==> src/rtl/farend_code_rx.sv <==
module farend_code_rx #(
  parameter int          CODE_W = 6,
  parameter int          DEPTH  = 10,
  parameter int          VAL_TH = 8,
  parameter int          REM_TH = 3,
  parameter logic [7:0]  FLAG   = 8'h7E
) (
  input  logic       clk,
  input  logic       rst_n,
  input  logic       fa_bit_i,
  input  logic       fa_vld_i,
  input  logic       reg_addr_i,
  input  logic       reg_wr_i,
  input  logic       reg_rd_i,
  input  logic [7:0] reg_wdata_i,
  output logic [7:0] reg_rdata_o,
  output logic       irq_o
);
  localparam int CW  = $clog2(DEPTH + 1);
  localparam int BW  = $clog2(CODE_W + 1);

  logic [7:0]        srch;
  logic              cap;
  logic [BW-1:0]     cnt;
  logic [CODE_W-1:0] cw;
  logic [CODE_W-1:0] hist [DEPTH];
  logic [DEPTH-1:0]  hval;
  logic              eval_q;
  logic              valid_q;
  logic [CODE_W-1:0] vcode;
  logic              en_val, en_rem, st_val, st_rem;
  logic [CW-1:0]     same_cnt, diff_cnt;
  logic              do_val, do_rem, last_bit, rd_clr;
  logic [CODE_W-1:0] new_code;
  logic [7:0]        next_srch;

  wire unused_wdata = ^{reg_wdata_i[7:4], reg_wdata_i[2], reg_wdata_i[0]};

  assign next_srch = {srch[6:0], fa_bit_i};
  assign last_bit  = fa_vld_i && cap && (cnt == BW'(CODE_W - 1));
  assign new_code  = {cw[CODE_W-2:0], fa_bit_i};

  always_ff @(posedge clk or negedge rst_n) begin
    if (!rst_n) begin
      srch <= '0;
      cap  <= 1'b0;
      cnt  <= '0;
      cw   <= '0;
    end else if (fa_vld_i) begin
      if (!cap) begin
        if (next_srch == FLAG) begin
          cap  <= 1'b1;
          cnt  <= '0;
          srch <= '0;
        end else begin
          srch <= next_srch;
        end
      end else begin
        cw  <= new_code;
        cnt <= cnt + BW'(1);
        if (last_bit) cap <= 1'b0;
      end
    end
  end

  for (genvar i = 0; i < DEPTH; i++) begin : g_hist
    always_ff @(posedge clk or negedge rst_n) begin
      if (!rst_n) begin
        hist[i] <= '0;
        hval[i] <= 1'b0;
      end else if (last_bit) begin
        if (i == 0) begin
          hist[i] <= new_code;
          hval[i] <= 1'b1;
        end else begin
          hist[i] <= hist[i-1];
          hval[i] <= hval[i-1];
        end
      end
    end
  end

  always_comb begin
    same_cnt = '0;
    diff_cnt = '0;
    for (int i = 0; i < DEPTH; i++) begin
      if (hval[i] && hist[i] == hist[0]) same_cnt = same_cnt + CW'(1);
      if (hval[i] && hist[i] != vcode)   diff_cnt = diff_cnt + CW'(1);
    end
  end

  assign do_rem = eval_q && valid_q && (diff_cnt >= CW'(REM_TH));
  assign do_val = eval_q && !valid_q && hval[0] && (same_cnt >= CW'(VAL_TH));
  assign rd_clr = reg_rd_i && !reg_addr_i;

  always_ff @(posedge clk or negedge rst_n) begin
    if (!rst_n) begin
      eval_q  <= 1'b0;
      valid_q <= 1'b0;
      vcode   <= '0;
      en_val  <= 1'b0;
      en_rem  <= 1'b0;
      st_val  <= 1'b0;
      st_rem  <= 1'b0;
    end else begin
      eval_q <= last_bit;
      if (do_rem) valid_q <= 1'b0;
      else if (do_val) begin
        valid_q <= 1'b1;
        vcode   <= hist[0];
      end
      if (do_val)      st_val <= 1'b1;
      else if (rd_clr) st_val <= 1'b0;
      if (do_rem)      st_rem <= 1'b1;
      else if (rd_clr) st_rem <= 1'b0;
      if (reg_wr_i && !reg_addr_i) begin
        en_val <= reg_wdata_i[3];
        en_rem <= reg_wdata_i[1];
      end
    end
  end

  assign reg_rdata_o = reg_addr_i ? {{(8-CODE_W){1'b0}}, vcode}
                                  : {3'b000, valid_q, en_val, st_val, en_rem, st_rem};
  assign irq_o = (st_val && en_val) || (st_rem && en_rem);

  AST_CAP_RANGE:  assert property (@(posedge clk) disable iff (!rst_n) cap |-> cnt < BW'(CODE_W));
  AST_VAL_CAUSE:  assert property (@(posedge clk) disable iff (!rst_n) $rose(valid_q) |-> $past(eval_q) && st_val);
  AST_REM_FLAG:   assert property (@(posedge clk) disable iff (!rst_n) $fell(valid_q) |-> st_rem);
  AST_CODE_HOLD:  assert property (@(posedge clk) disable iff (!rst_n) valid_q && $past(valid_q) |-> $stable(vcode));
  AST_IRQ_QUIET:  assert property (@(posedge clk) disable iff (!rst_n) (!en_val && !en_rem) |-> !irq_o);
endmodule

==> config.mk <==
export PLATFORM = sky130hd
export DESIGN_NAME = farend_code_rx
export DESIGN_NICKNAME = d
export VERILOG_FILES = /design/src/rtl/farend_code_rx.sv
export SDC_FILE = /design/constraint.sdc
export NUM_CORES = 1
export LEC_CHECK = 0
export ABC_AREA = 0
export BUFFER_PORTS_ARGS = -buffer_cell sky130_fd_sc_hd__buf_2
export CORE_MARGIN = 2
export CORE_UTILIZATION = 57
export DETAILED_ROUTE_END_ITERATION = 6
export MAX_ROUTING_LAYER = met4
export PLACE_DENSITY = 0.77
export SYNTH_ARGS = -nofsm -noshare
export SYNTH_HDL_FRONTEND = slang
export SYNTH_SLANG_ARGS = --single-unit
==> constraint.sdc <==
create_clock -name clk -period 6.6 [get_ports clk]
set_input_delay 0.99 -clock clk [delete_from_list [all_inputs] [get_ports clk]]
set_output_delay 0.99 -clock clk [all_outputs]
set_load 0.01 [all_outputs]
==> run metrics, run 1 <==
R2R setup slack=0.22 ns; wire length of the first global-routing pass=26800 um; Floorplan Core Area=11500 um^2; layout overhead on the synthesized area=9.27%; share of the synthesized area in compound gates (AO/OA/AOI/OAI)=8.70%; Pins Over Slew Limit=0; source of the worst register-to-register timing path=hist[52]; endpoint required time on the critical path=6.82 ns; number of core rows=39; violated checks=design-rule violations; clock network fraction of total power=a little over two fifths; power per cell area=roughly 150 nW/um^2; Crit-path slowest cell=or4_4; top flip-flop cell by instance count after synthesis=dfrtp_1; leading area contributor after synthesis=dfrtp_1; endpoint of the most critical setup path=vcode[2]; post-route insts no fill=940; # setup viols final=0; detailed placer's ending HPWL=11200 um; fraction of layout instances using a drive strength above 1=a little over an eighth; initial antenna violation count=0; number of buffers inserted during clock tree synthesis=9; Starting Density=58.8%; wire length per cell=roughly 17 um; via count of the first global-routing pass=5510; count of TritonRoute iterations in the first routing pass=7; kind of end point of the critical path=register; number of vias per cell=roughly 5.7; cell-internal power=0.896 mW; switching power as a share of total power=21.8%; path class of the lowest-slack min-delay path=register to register; Post-route DRC=1; CTS H-tree depth=3; fmax=approximately 0.16 GHz; area of combinational cells with multiple inputs=roughly 4200 um^2; CTS Hold Bufs=0; DR iter-0 viols=486; overflow left after global routing=0; max-capacitance violation count=0; die width=113 um; worst slew slack as a fraction of its limit=a little under a fifth; number of hold-slack violations in the final timing report=0; number of nets in the final layout=828; worst setup slack before clock tree synthesis=0.00800 ns; combinational family with the most area after synthesis=simple AND/OR/NAND/NOR gates; number of synthesized flops with an enable pin=0; P_sw=about 0.25 mW; synthesized-area fraction occupied by xor and xnor cells=20.8%; Yosys cell types=71; total of fill cells in the finished design=931; transition time at the pin with the least slew margin=about 1.2 ns; number of sinks on the clock net=98; result of the run=finished, violations left; cell seen most often among critical-path stages=ha_1; die span in y=113 um; highest-count cells in the layout ignoring fill and taps=nand2_1, dfrtp_1, xnor2_1; Comb pwr share=2.7%; maximum root-to-sink buffer count=2; number of diodes added for antenna fixing=0; final period demand of the worst path=6.38 ns; launch instance of the worst min-delay path=cw[4]; share of the clock period used by the worst path=a little over nine tenths; clock slew at the register clock pins of the worst setup and hold paths=0.07 ns; delay of the slowest critical-path stage=between 0.5 and 0.6 ns; Reg power frac=between 50% and 60%; critical path data arrival time=6.60 ns; largest fanout of any net on the critical path=7; area fraction in and, or, nand and nor cells after synthesis=roughly 23%; Total Routed Length=15900 um; Post-Route Skew=0.00876 ns; reg2reg end=vcode[2]; startpoint-to-endpoint class of the critical path=register to register; Synth warnings=0; clock root buffer=clkbuf_16; Routed Antenna Nets=0; vias after detailed routing=between 5000 and 6000; global placer's final weighted congestion=0.904; Overall Power=1.15 mW; Syn Std Cell Area=6770 um^2; ports placed on the boundary=24; PnR worst setup slack=between 0.2 and 0.25 ns; flop and latch count out of synthesis=just under 100; maximum vdd drop=0.000177 V; GRT Total Usage=~27%; TritonCTS clock tree=built; post-placement cell count=923; ranking of synthesized cells by area=dfrtp_1, nand2_1, xnor2_1, xor2_1, ha_1; share of synthesized area occupied by flip-flops and latches=36.2%; adder-cell share of the synthesized area=3.88%; leakage power of the design=3.86 nW; worst setup path startpoint=hist[52]; maximum number of pins on one net before global-route repair=73; commonest non-fill, non-tap cell in the layout=nand2_1; launching element type of the critical path=register; count of mapped cells out of synthesis=780; share of cell area taken by muxes after synthesis=3.57%; sequential cell area=2460 um^2; logic depth of the worst register-to-register path=28; ys async rst share=100%; insertion delay to the later sink of the worst-skew pair=0.34 ns; area of the die=roughly 13000 um^2; buffers added on ports=15; synthesized area divided by synthesized cell count=8.68 um^2; share of the synthesized area in the top cell type=36.2%
-- sequential cells by signal (all words and copies together), names as in the netlist --
register	flops
hist	60
hval	10
srch	7
vcode	6
cw	5
cnt	3
cap	1
en_rem	1
en_val	1
eval_q	1
st_rem	1
st_val	1
valid_q	1
-- worst min path at each step --
stage                     endpoint  slack (ns)  depth (start not counted)
after global placement     srch[6]        0.46                          2
after detailed placement  hist[59]        0.47                          2
after global routing      hist[59]        0.50                          2
final                     hist[59]        0.48                          2
after CTS                 hist[59]        0.49                          2
after floorplan           hist[59]        0.43                          2
-- logic make-up (layout without fill, tap and decap cells) --
kind of cell / count (synthesis) / after routing
xor+xnor: 149 / 149
simple gates: 353 / 353
buf+inv: 56 / 72
flops: 98 / 98
other cells: 1 / 2
compound gates: 80 / 80
mux: 22 / 22
fa+ha+maj: 21 / 21
-- final cells by class --
class / instances / area share [%]
Multi-Input combinational cell: 627 / 56.4
Inverter: 22 / 1.12
Timing Repair Buffer: 34 / 3.03
Clock inverter: 3 / 0.321
Tap cell: 143 / 2.42
Sequential cell: 98 / 33.2
Clock buffer: 13 / 3.52
-- stage by stage --
stage	hold slack [ns]	cell area [um^2]	TNS, ns	util [%]
finish	0.484	7400	0	64.3
global placement	0.457	6990	0	60.7
detailed placement	0.473	6990	0	60.7
global route	0.502	7400	-0.530	64.3
floorplan	0.433	6780	0	-
CTS	0.488	7280	0	63.2
-- power by group through the flow --
stage | Clock, mW | Sequential, mW | Combinational [mW]
floorplan | 0 | 0.625 | 0.0143
global placement | 0 | 0.626 | 0.0300
detailed placement | 0 | 0.626 | 0.0312
CTS | 0.506 | 0.615 | 0.0313
global route | 0.531 | 0.616 | 0.0354
finish | 0.500 | 0.615 | 0.0304
-- metal layers --
metal / up-vias / global-route usage [%] / routed length, um
met4: 0 / 10.3 / 327
met3: 31 / 2.52 / 798
met5: - / - / 0
li1: 2594 / - / -
met2: 175 / 43.8 / 7880
met1: 2581 / 35.1 / 6930
-- timing repair --
action	4_1_cts	5_1_grt
endpoints found under the setup margin	1	9
buffers inserted	0	1
gates resized for setup	0	23
pin swaps	1	8
-- cell usage after synthesis (3+ instances only) --
master and count:
a211o_1 3, a21bo_2 4, a21oi_1 15, and2_1 6
buf_1 3, buf_2 7, buf_4 6, clkbuf_1 16
dfrtp_1 98, ha_1 21, inv_1 20, mux2_1 6
mux2_2 11, mux2i_1 5, nand2_1 247, nand3_1 15
nand4_1 11, nand4b_1 3, nor2_1 25, nor2b_1 3
nor3_1 11, nor4_1 7, o21a_1 3, o21ai_0 21
o31ai_1 4, or3_1 5, xnor2_1 77, xnor3_1 5
xor2_1 63
-- worst max-delay path, delay by kind of cell (launching register included) --
family | cells | cell delay (ns)
fa+ha+maj | 7 | 1.87
simple gates | 7 | 1.84
xor+xnor | 2 | 0.28
flops | 1 | 0.43
compound gates | 7 | 1.04
mux | 2 | 0.47
buf+inv | 3 | 0.32
Power figures use the tool's default switching activity.
==> run 2, diff against run 1 <==
CORE_UTILIZATION = 30   (was 57)
PLACE_DENSITY = 0.46   (was 0.77)
SKIP_LAST_GASP = 1   (was unset)
==> run 2 against run 1 <==
The run now ends clean. Sequential share of layout area down 0.93 points. Critical path depth rose by 2. First-iteration DRC count decreased by 49%. Clock power increased by 5.0%. Die area up 86%. Clock-buffer cell count down 1. Total power grew 2.2%. Via count decreased by 4.3%. Cell area rose by 2.7%. Global-route usage down 12 points. Maximum frequency increased by 2.3%. Sequential power about the same. Critical path type unchanged. Critical endpoint is now vcode[0]. Largest cell class unchanged.
==> run metrics, run 2 (synthesis results as in run 1) <==
max-capacitance violation count=0 (unchanged); path class of the lowest-slack min-delay path=register to register; endpoint required time on the critical path=6.83 ns (about the same); PnR worst setup slack=0.367 ns (+0.145 ns); Starting Density=30.8% (-28 points); # setup viols final=0 (unchanged); delay of the slowest critical-path stage=0.45 ns (-0.13 ns); buffers added on ports=15 (unchanged); vias after detailed routing=5151 (-4.3%); flip-flop count of the largest register after layout=60 (unchanged); number of nets in the final layout=838 (+1.2%); ports placed on the boundary=24 (unchanged); layout overhead on the synthesized area=12.2%; overflow left after global routing=0 (unchanged); GRT Total Usage=15.3% (-12 points); Crit-path slowest cell=or4_4; CTS H-tree depth=3 (unchanged); final period demand of the worst path=6.23 ns (-0.145 ns); share of the clock period used by the worst path=94.4% (-2.2 points); wire length of the first global-routing pass=27400 um (+2.4%); leakage power of the design=3.92 nW (+1.5%); number of core rows=54 (+38%); fraction of layout instances using a drive strength above 1=13.1% (-0.29 points); Floorplan Core Area=22000 um^2 (+91%); critical path data arrival time=6.47 ns (-0.13 ns); global placer's final weighted congestion=0.813 (-10%); WHS=0.475 ns (-0.00923 ns); number of sinks on the clock net=98 (unchanged); worst hold endpoint=hist[59]; source of the worst register-to-register timing path=hist[54]; Pins Over Slew Limit=0 (unchanged); largest fanout of any net on the critical path=7 (unchanged); number of buffers inserted during clock tree synthesis=9 (unchanged); cell seen most often among critical-path stages=ha_1; die width=154 um (+36%); wire length per cell=15.5 um (-8.8%); insertion delay to the later sink of the worst-skew pair=0.36 ns (+0.02 ns); hold depth=2 (unchanged); number of vias per cell=4.74 (-17%); kind of end point of the critical path=register; clock slew at the register clock pins of the worst setup and hold paths=0.07 ns (about the same); worst slew slack as a fraction of its limit=29.2% (+11 points); result of the run=finished clean; power per cell area=154 nW/um^2 (-0.53%); logic depth of the worst register-to-register path=30 (+7.1%); number of hold-slack violations in the final timing report=0 (unchanged); launching element type of the critical path=register; maximum root-to-sink buffer count=2 (unchanged); fmax=0.160 GHz (+2.3%); transition time at the pin with the least slew margin=1.05 ns (-0.174 ns); maximum number of pins on one net before global-route repair=73 (unchanged); R2R setup slack=0.37 ns (+0.14 ns); Post-Route Skew=0.0109 ns (+0.00210 ns); Routed Antenna Nets=0 (unchanged); Top Registers=hist x60, hval x10, srch x7; maximum vdd drop=0.0000980 V (-45%); number of diodes added for antenna fixing=0 (unchanged); TritonCTS clock tree=built; detailed placer's ending HPWL=12000 um (+7.4%); launch instance of the worst min-delay path=cw[4]; Post-route DRC=0 (-1); Overall Power=1.17 mW (+2.2%); largest register by flop count=hist; Total Routed Length=16800 um (+5.5%); highest-count cells in the layout ignoring fill and taps=nand2_1, dfrtp_1, xnor2_1; clock root buffer=clkbuf_16; initial antenna violation count=0 (unchanged); worst setup slack before clock tree synthesis=0.0409 ns (+0.0329 ns); startpoint-to-endpoint class of the critical path=register to register; CTS Hold Bufs=0 (unchanged); commonest non-fill, non-tap cell in the layout=nand2_1; count of TritonRoute iterations in the first routing pass=6 (-1); DR iter-0 viols=250 (-49%); final-layout setup total negative slack=0 ns (unchanged); area of the die=23800 um^2 (+86%); die span in y=154 um (+36%); via count of the first global-routing pass=5104 (-7.4%); reg2reg end=vcode[0]
## run 2: worst max-delay path: cells and delay by family (launching register included)
| kind | cells | cell delay [ns] |
|---|---|---|
| buffers and inverters | 4 | 0.34 |
| XOR/XNOR | 4 | 0.74 |
| multiplexers | 1 | 0.31 |
| AO/OA/AOI/OAI | 6 | 0.84 |
| flip-flops | 1 | 0.41 |
| adder cells (fa/ha/maj) | 6 | 1.67 |
| AND/OR/NAND/NOR | 9 | 1.80 |
## run 2: metal layers
metal  vias up  global-route usage, %  wire length [um]  share of wire (%)
met5         -                      -                 0                  0
met4         0                   5.16               308                1.8
met3        10                   1.85               432                2.6
met2        44                   23.4              7490                 45
met1      2481                   21.0              8580                 51
li1       2616                      -                 -                  -
## run 2: layout make-up
cell class,instances,area (um^2)
inverters,22,82.6
repair buffers,44,308
multi-input cells,627,4120
flip-flops and latches,98,2450
fillers,2269,14400
well taps,280,350
clock inverters,4,33.8
clock buffers,12,256
## run 2: worst max path at each step
| stage | from | endpoint | slack (ns) | depth (start not counted) |
|---|---|---|---|---|
| 2_1_floorplan | hist[58] | vcode[0] | 0.46 | 29 |
| 3_3_place_gp | hist[54] | vcode[0] | 0.08 | 29 |
| 3_5_place_dp | hist[54] | vcode[0] | 0.04 | 29 |
| 4_1_cts | hist[54] | vcode[0] | 0.02 | 29 |
| 5_1_grt | hist[54] | vcode[2] | -0.03 | 30 |
| 6_report | hist[54] | vcode[0] | 0.37 | 30 |
## run 2: where the power goes
part | total (mW) | leakage (nW) | internal, mW | switching, mW
registers | 0.615 | 1.35 | 0.608 | 0.00637
logic | 0.0311 | 2.43 | 0.00984 | 0.0212
clock network | 0.525 | 0.139 | 0.280 | 0.245
total | 1.17 | 3.92 | 0.898 | 0.273
## run 2: metrics by stage
stage / std cells / instance area (um^2) / utilization (%)
3_5_place_dp: 1068 / 7230 / 32.9
5_1_grt: 1087 / 7600 / 34.6
2_1_floorplan: 781 / 6780 / -
6_report: 1087 / 7600 / 34.6
4_1_cts: 1084 / 7520 / 34.2
3_3_place_gp: 1068 / 7230 / 32.9
## run 2: repair_timing
item	4_1_cts	5_1_grt
setup endpoints to repair	0	9
buffers inserted	0	3
gates resized for setup	0	10
==> run 3, diff against run 2 <==
ABC_AREA = 1   (was 0)
CTS_CLUSTER_DIAMETER = 30   (was unset)
==> run 3 against run 2 <==
Maximum frequency increased by 3.2%. Sequential cell count is the same. Non-clock buffer count fell by 2. Wire length rose by 27%. Clock-buffer cell count is 3 lower. Clock skew about the same. Critical path type unchanged. Highest routed layer unchanged.
==> run metrics, run 3 <==
number of diodes added for antenna fixing=0 (unchanged); share of the clock period used by the worst path=91.5% (-3.0 points); share of synthesized area occupied by flip-flops and latches=35.4% (-0.80 points); cell seen most often among critical-path stages=nand2_1; flip-flop count of the largest register after layout=60 (unchanged); launching element type of the critical path=register; maximum root-to-sink buffer count=2 (unchanged); WHS=0.495 ns (+0.0201 ns); top flip-flop cell by instance count after synthesis=dfrtp_1; number of nets in the final layout=1061 (+27%); most frequent cells after synthesis=nand2_1, inv_1, dfrtp_1; endpoint of the most critical setup path=vcode[3]; clock root buffer=clkbuf_16; number of buffers inserted during clock tree synthesis=9 (unchanged); TritonCTS clock tree=built; Post-Route Skew=0.0106 ns (-0.000267 ns); wire length of the first global-routing pass=33900 um (+24%); number of hold-slack violations in the final timing report=0 (unchanged); endpoint required time on the critical path=6.89 ns (+0.06 ns); transition time at the pin with the least slew margin=0.752 ns (-0.301 ns); post-route insts no fill=1315 (+21%); Final Util=34.0% (-0.65 points); unrepaired setup endpoints after global routing=false; number of core rows=55 (+1.9%); area of the die=24300 um^2 (+2.2%); ranking of synthesized cells by area=dfrtp_1, nand2_1, inv_1, o21ai_0, nand3_1; ports placed on the boundary=24 (unchanged); leakage power of the design=3.90 nW (-0.56%); ys async rst share=100% (unchanged); layout overhead on the synthesized area=11.1%; Reg power frac=29.5% (-23 points); worst slew slack as a fraction of its limit=49.9% (+21 points); count of buffers added by post-CTS timing repair for setup=0 (unchanged); commonest non-fill, non-tap cell in the layout=nand2_1; switching power as a share of total power=48.4% (+25 points); delay of the slowest critical-path stage=0.49 ns (+0.04 ns); # setup viols final=0 (unchanged); max-capacitance violation count=0 (unchanged); CTS H-tree depth=3 (unchanged); fraction of layout instances using a drive strength above 1=11.1% (-2.1 points); post-placement cell count=1299 (+22%); Starting Density=30.6% (-0.25 points); insertion delay to the later sink of the worst-skew pair=0.36 ns (about the same); Pins Over Slew Limit=0 (unchanged); kind of end point of the critical path=register; logic depth of the worst register-to-register path=34 (+13%); Syn Std Cell Area=6930 um^2 (+2.3%); flop and latch count out of synthesis=98 (unchanged); Yosys cell types=54 (-24%); Top Registers=hist x60, hval x10, srch x7; vias after detailed routing=6507 (+26%); clock network fraction of total power=17.4% (-27 points); Routed Antenna Nets=0 (unchanged); count of TritonRoute iterations in the first routing pass=5 (-1); path class of the lowest-slack min-delay path=register to register; buffers added on ports=15 (unchanged); leading area contributor after synthesis=dfrtp_1; clock slew at the register clock pins of the worst setup and hold paths=0.08 ns (about the same); number of synthesized flops with an enable pin=0 (unchanged); Total Routed Length=21300 um (+27%); worst setup path startpoint=hist[56]; P_sw=1.56 mW (+470%); Overall Power=3.23 mW (+180%); highest-count cells in the layout ignoring fill and taps=nand2_1, inv_1, dfrtp_1; GRT Total Usage=18.7% (+3.4 points); count of mapped cells out of synthesis=1008 (+29%); overflow left after global routing=0 (unchanged); wire length per cell=16.2 um (+4.7%); startpoint-to-endpoint class of the critical path=register to register; Floorplan Core Area=22600 um^2 (+3.1%); fmax=0.166 GHz (+3.2%); CTS Hold Bufs=0 (unchanged); final period demand of the worst path=6.04 ns (-0.196 ns); final-layout setup total negative slack=0 ns (unchanged); die width=156 um (+1.1%); reg2reg end=vcode[3]; number of vias per cell=4.95 (+4.4%); result of the run=finished clean; worst setup slack before clock tree synthesis=0.562 ns (+0.521 ns); critical path data arrival time=6.33 ns (-0.14 ns); maximum vdd drop=0.000177 V (+80%); initial antenna violation count=0 (unchanged); Post-route DRC=0 (unchanged); die span in y=156 um (+1.1%); Synth warnings=0 (unchanged); via count of the first global-routing pass=6064 (+19%); Crit-path slowest cell=dfrtp_1; largest fanout of any net on the critical path=8 (+1); dominant cell by count in the synthesized netlist=nand2_1; maximum number of pins on one net before global-route repair=63 (-14%); power per cell area=420 nW/um^2 (+170%); hold depth=2 (unchanged); source of the worst register-to-register timing path=hist[56]; R2R setup slack=0.56 ns (+0.20 ns); placed inst area=7380 um^2 (+2.2%); share of the synthesized area in the top cell type=35.4% (-0.80 points); global placer's final weighted congestion=0.877 (+7.9%); post-route cell area=7690 um^2 (+1.2%); number of resized instances in the post-cts repair step=0 (unchanged); number of sinks on the clock net=98 (unchanged); cell-internal power=1.67 mW (+86%); Comb pwr share=53.0% (+50 points); largest register by flop count=hist; synthesized area divided by synthesized cell count=6.87 um^2 (-21%); PnR worst setup slack=0.563 ns (+0.196 ns); detailed placer's ending HPWL=15700 um (+31%); DR iter-0 viols=492 (+97%)
run 3: cell types whose count changed in the layout (fill, tap and decap cells not counted), moves of 6 or more:
cell / previous run / this run
inv_2: 2 / 9
nand2_2: 0 / 14
xor2_1: 62 / 13
o21ai_0: 21 / 90
nand3_1: 15 / 70
nor2_1: 25 / 79
mux2_1: 6 / 0
xnor2_1: 76 / 2
mux2_2: 11 / 0
o22ai_1: 2 / 35
inv_1: 20 / 128
nand3_2: 0 / 8
nand2_1: 247 / 301
run 3: worst min path at each step:
stage | slack (ns) | end | start
2_1_floorplan | 0.45 | srch[6] | srch[6]
3_3_place_gp | 0.48 | srch[6] | srch[6]
3_5_place_dp | 0.48 | srch[6] | srch[6]
4_1_cts | 0.50 | srch[6] | srch[6]
5_1_grt | 0.51 | srch[6] | srch[6]
6_report | 0.50 | srch[6] | srch[6]
run 3: critical path: cells and delay by family, from the launching register on:
| family | cells | cell delay (ns) |
|---|---|---|
| simple gates | 19 | 2.65 |
| fa+ha+maj | 7 | 1.86 |
| compound gates | 3 | 0.60 |
| flops | 1 | 0.49 |
| buf+inv | 5 | 0.37 |
run 3: final cells by class:
| class | instances | area (um^2) |
|---|---|---|
| Timing Repair Buffer | 42 | 280 |
| Inverter | 139 | 527 |
| Sequential cell | 98 | 2450 |
| Clock buffer | 9 | 225 |
| Clock inverter | 7 | 81.3 |
| Multi-Input combinational cell | 735 | 3770 |
| Fill cell | 2483 | 14900 |
| Tap cell | 285 | 357 |
run 3: power by group through the flow:
stage	logic [mW]	clock network, mW	registers, mW
finish	1.71	0.563	0.954
global route	1.95	0.604	0.977
CTS	1.71	0.579	0.953
detailed placement	1.70	0	0.963
global placement	1.70	0	0.964
floorplan	1.27	0	0.901
run 3: routing by layer:
metal	vias to the layer above	global-route usage, %	wire length (um)
li1	3318	-	-
met1	2998	26.5	10500
met2	171	27.9	9230
met3	20	2.83	1170
met4	0	4.72	324
met5	-	-	0
run 3: logic make-up (layout without fill, tap and decap cells):
family	count (synthesis)	in the layout	share of synthesized area, %
adders and majority gates	21	21	3.79
xor gates and xnor gates	15	15	1.90
buffers and inverters	176	197	10.4
AOI/OAI and AO/OA	171	171	14.8
other	1	2	0.0541
DFF	98	98	35.4
and+or+nand+nor	526	526	33.6
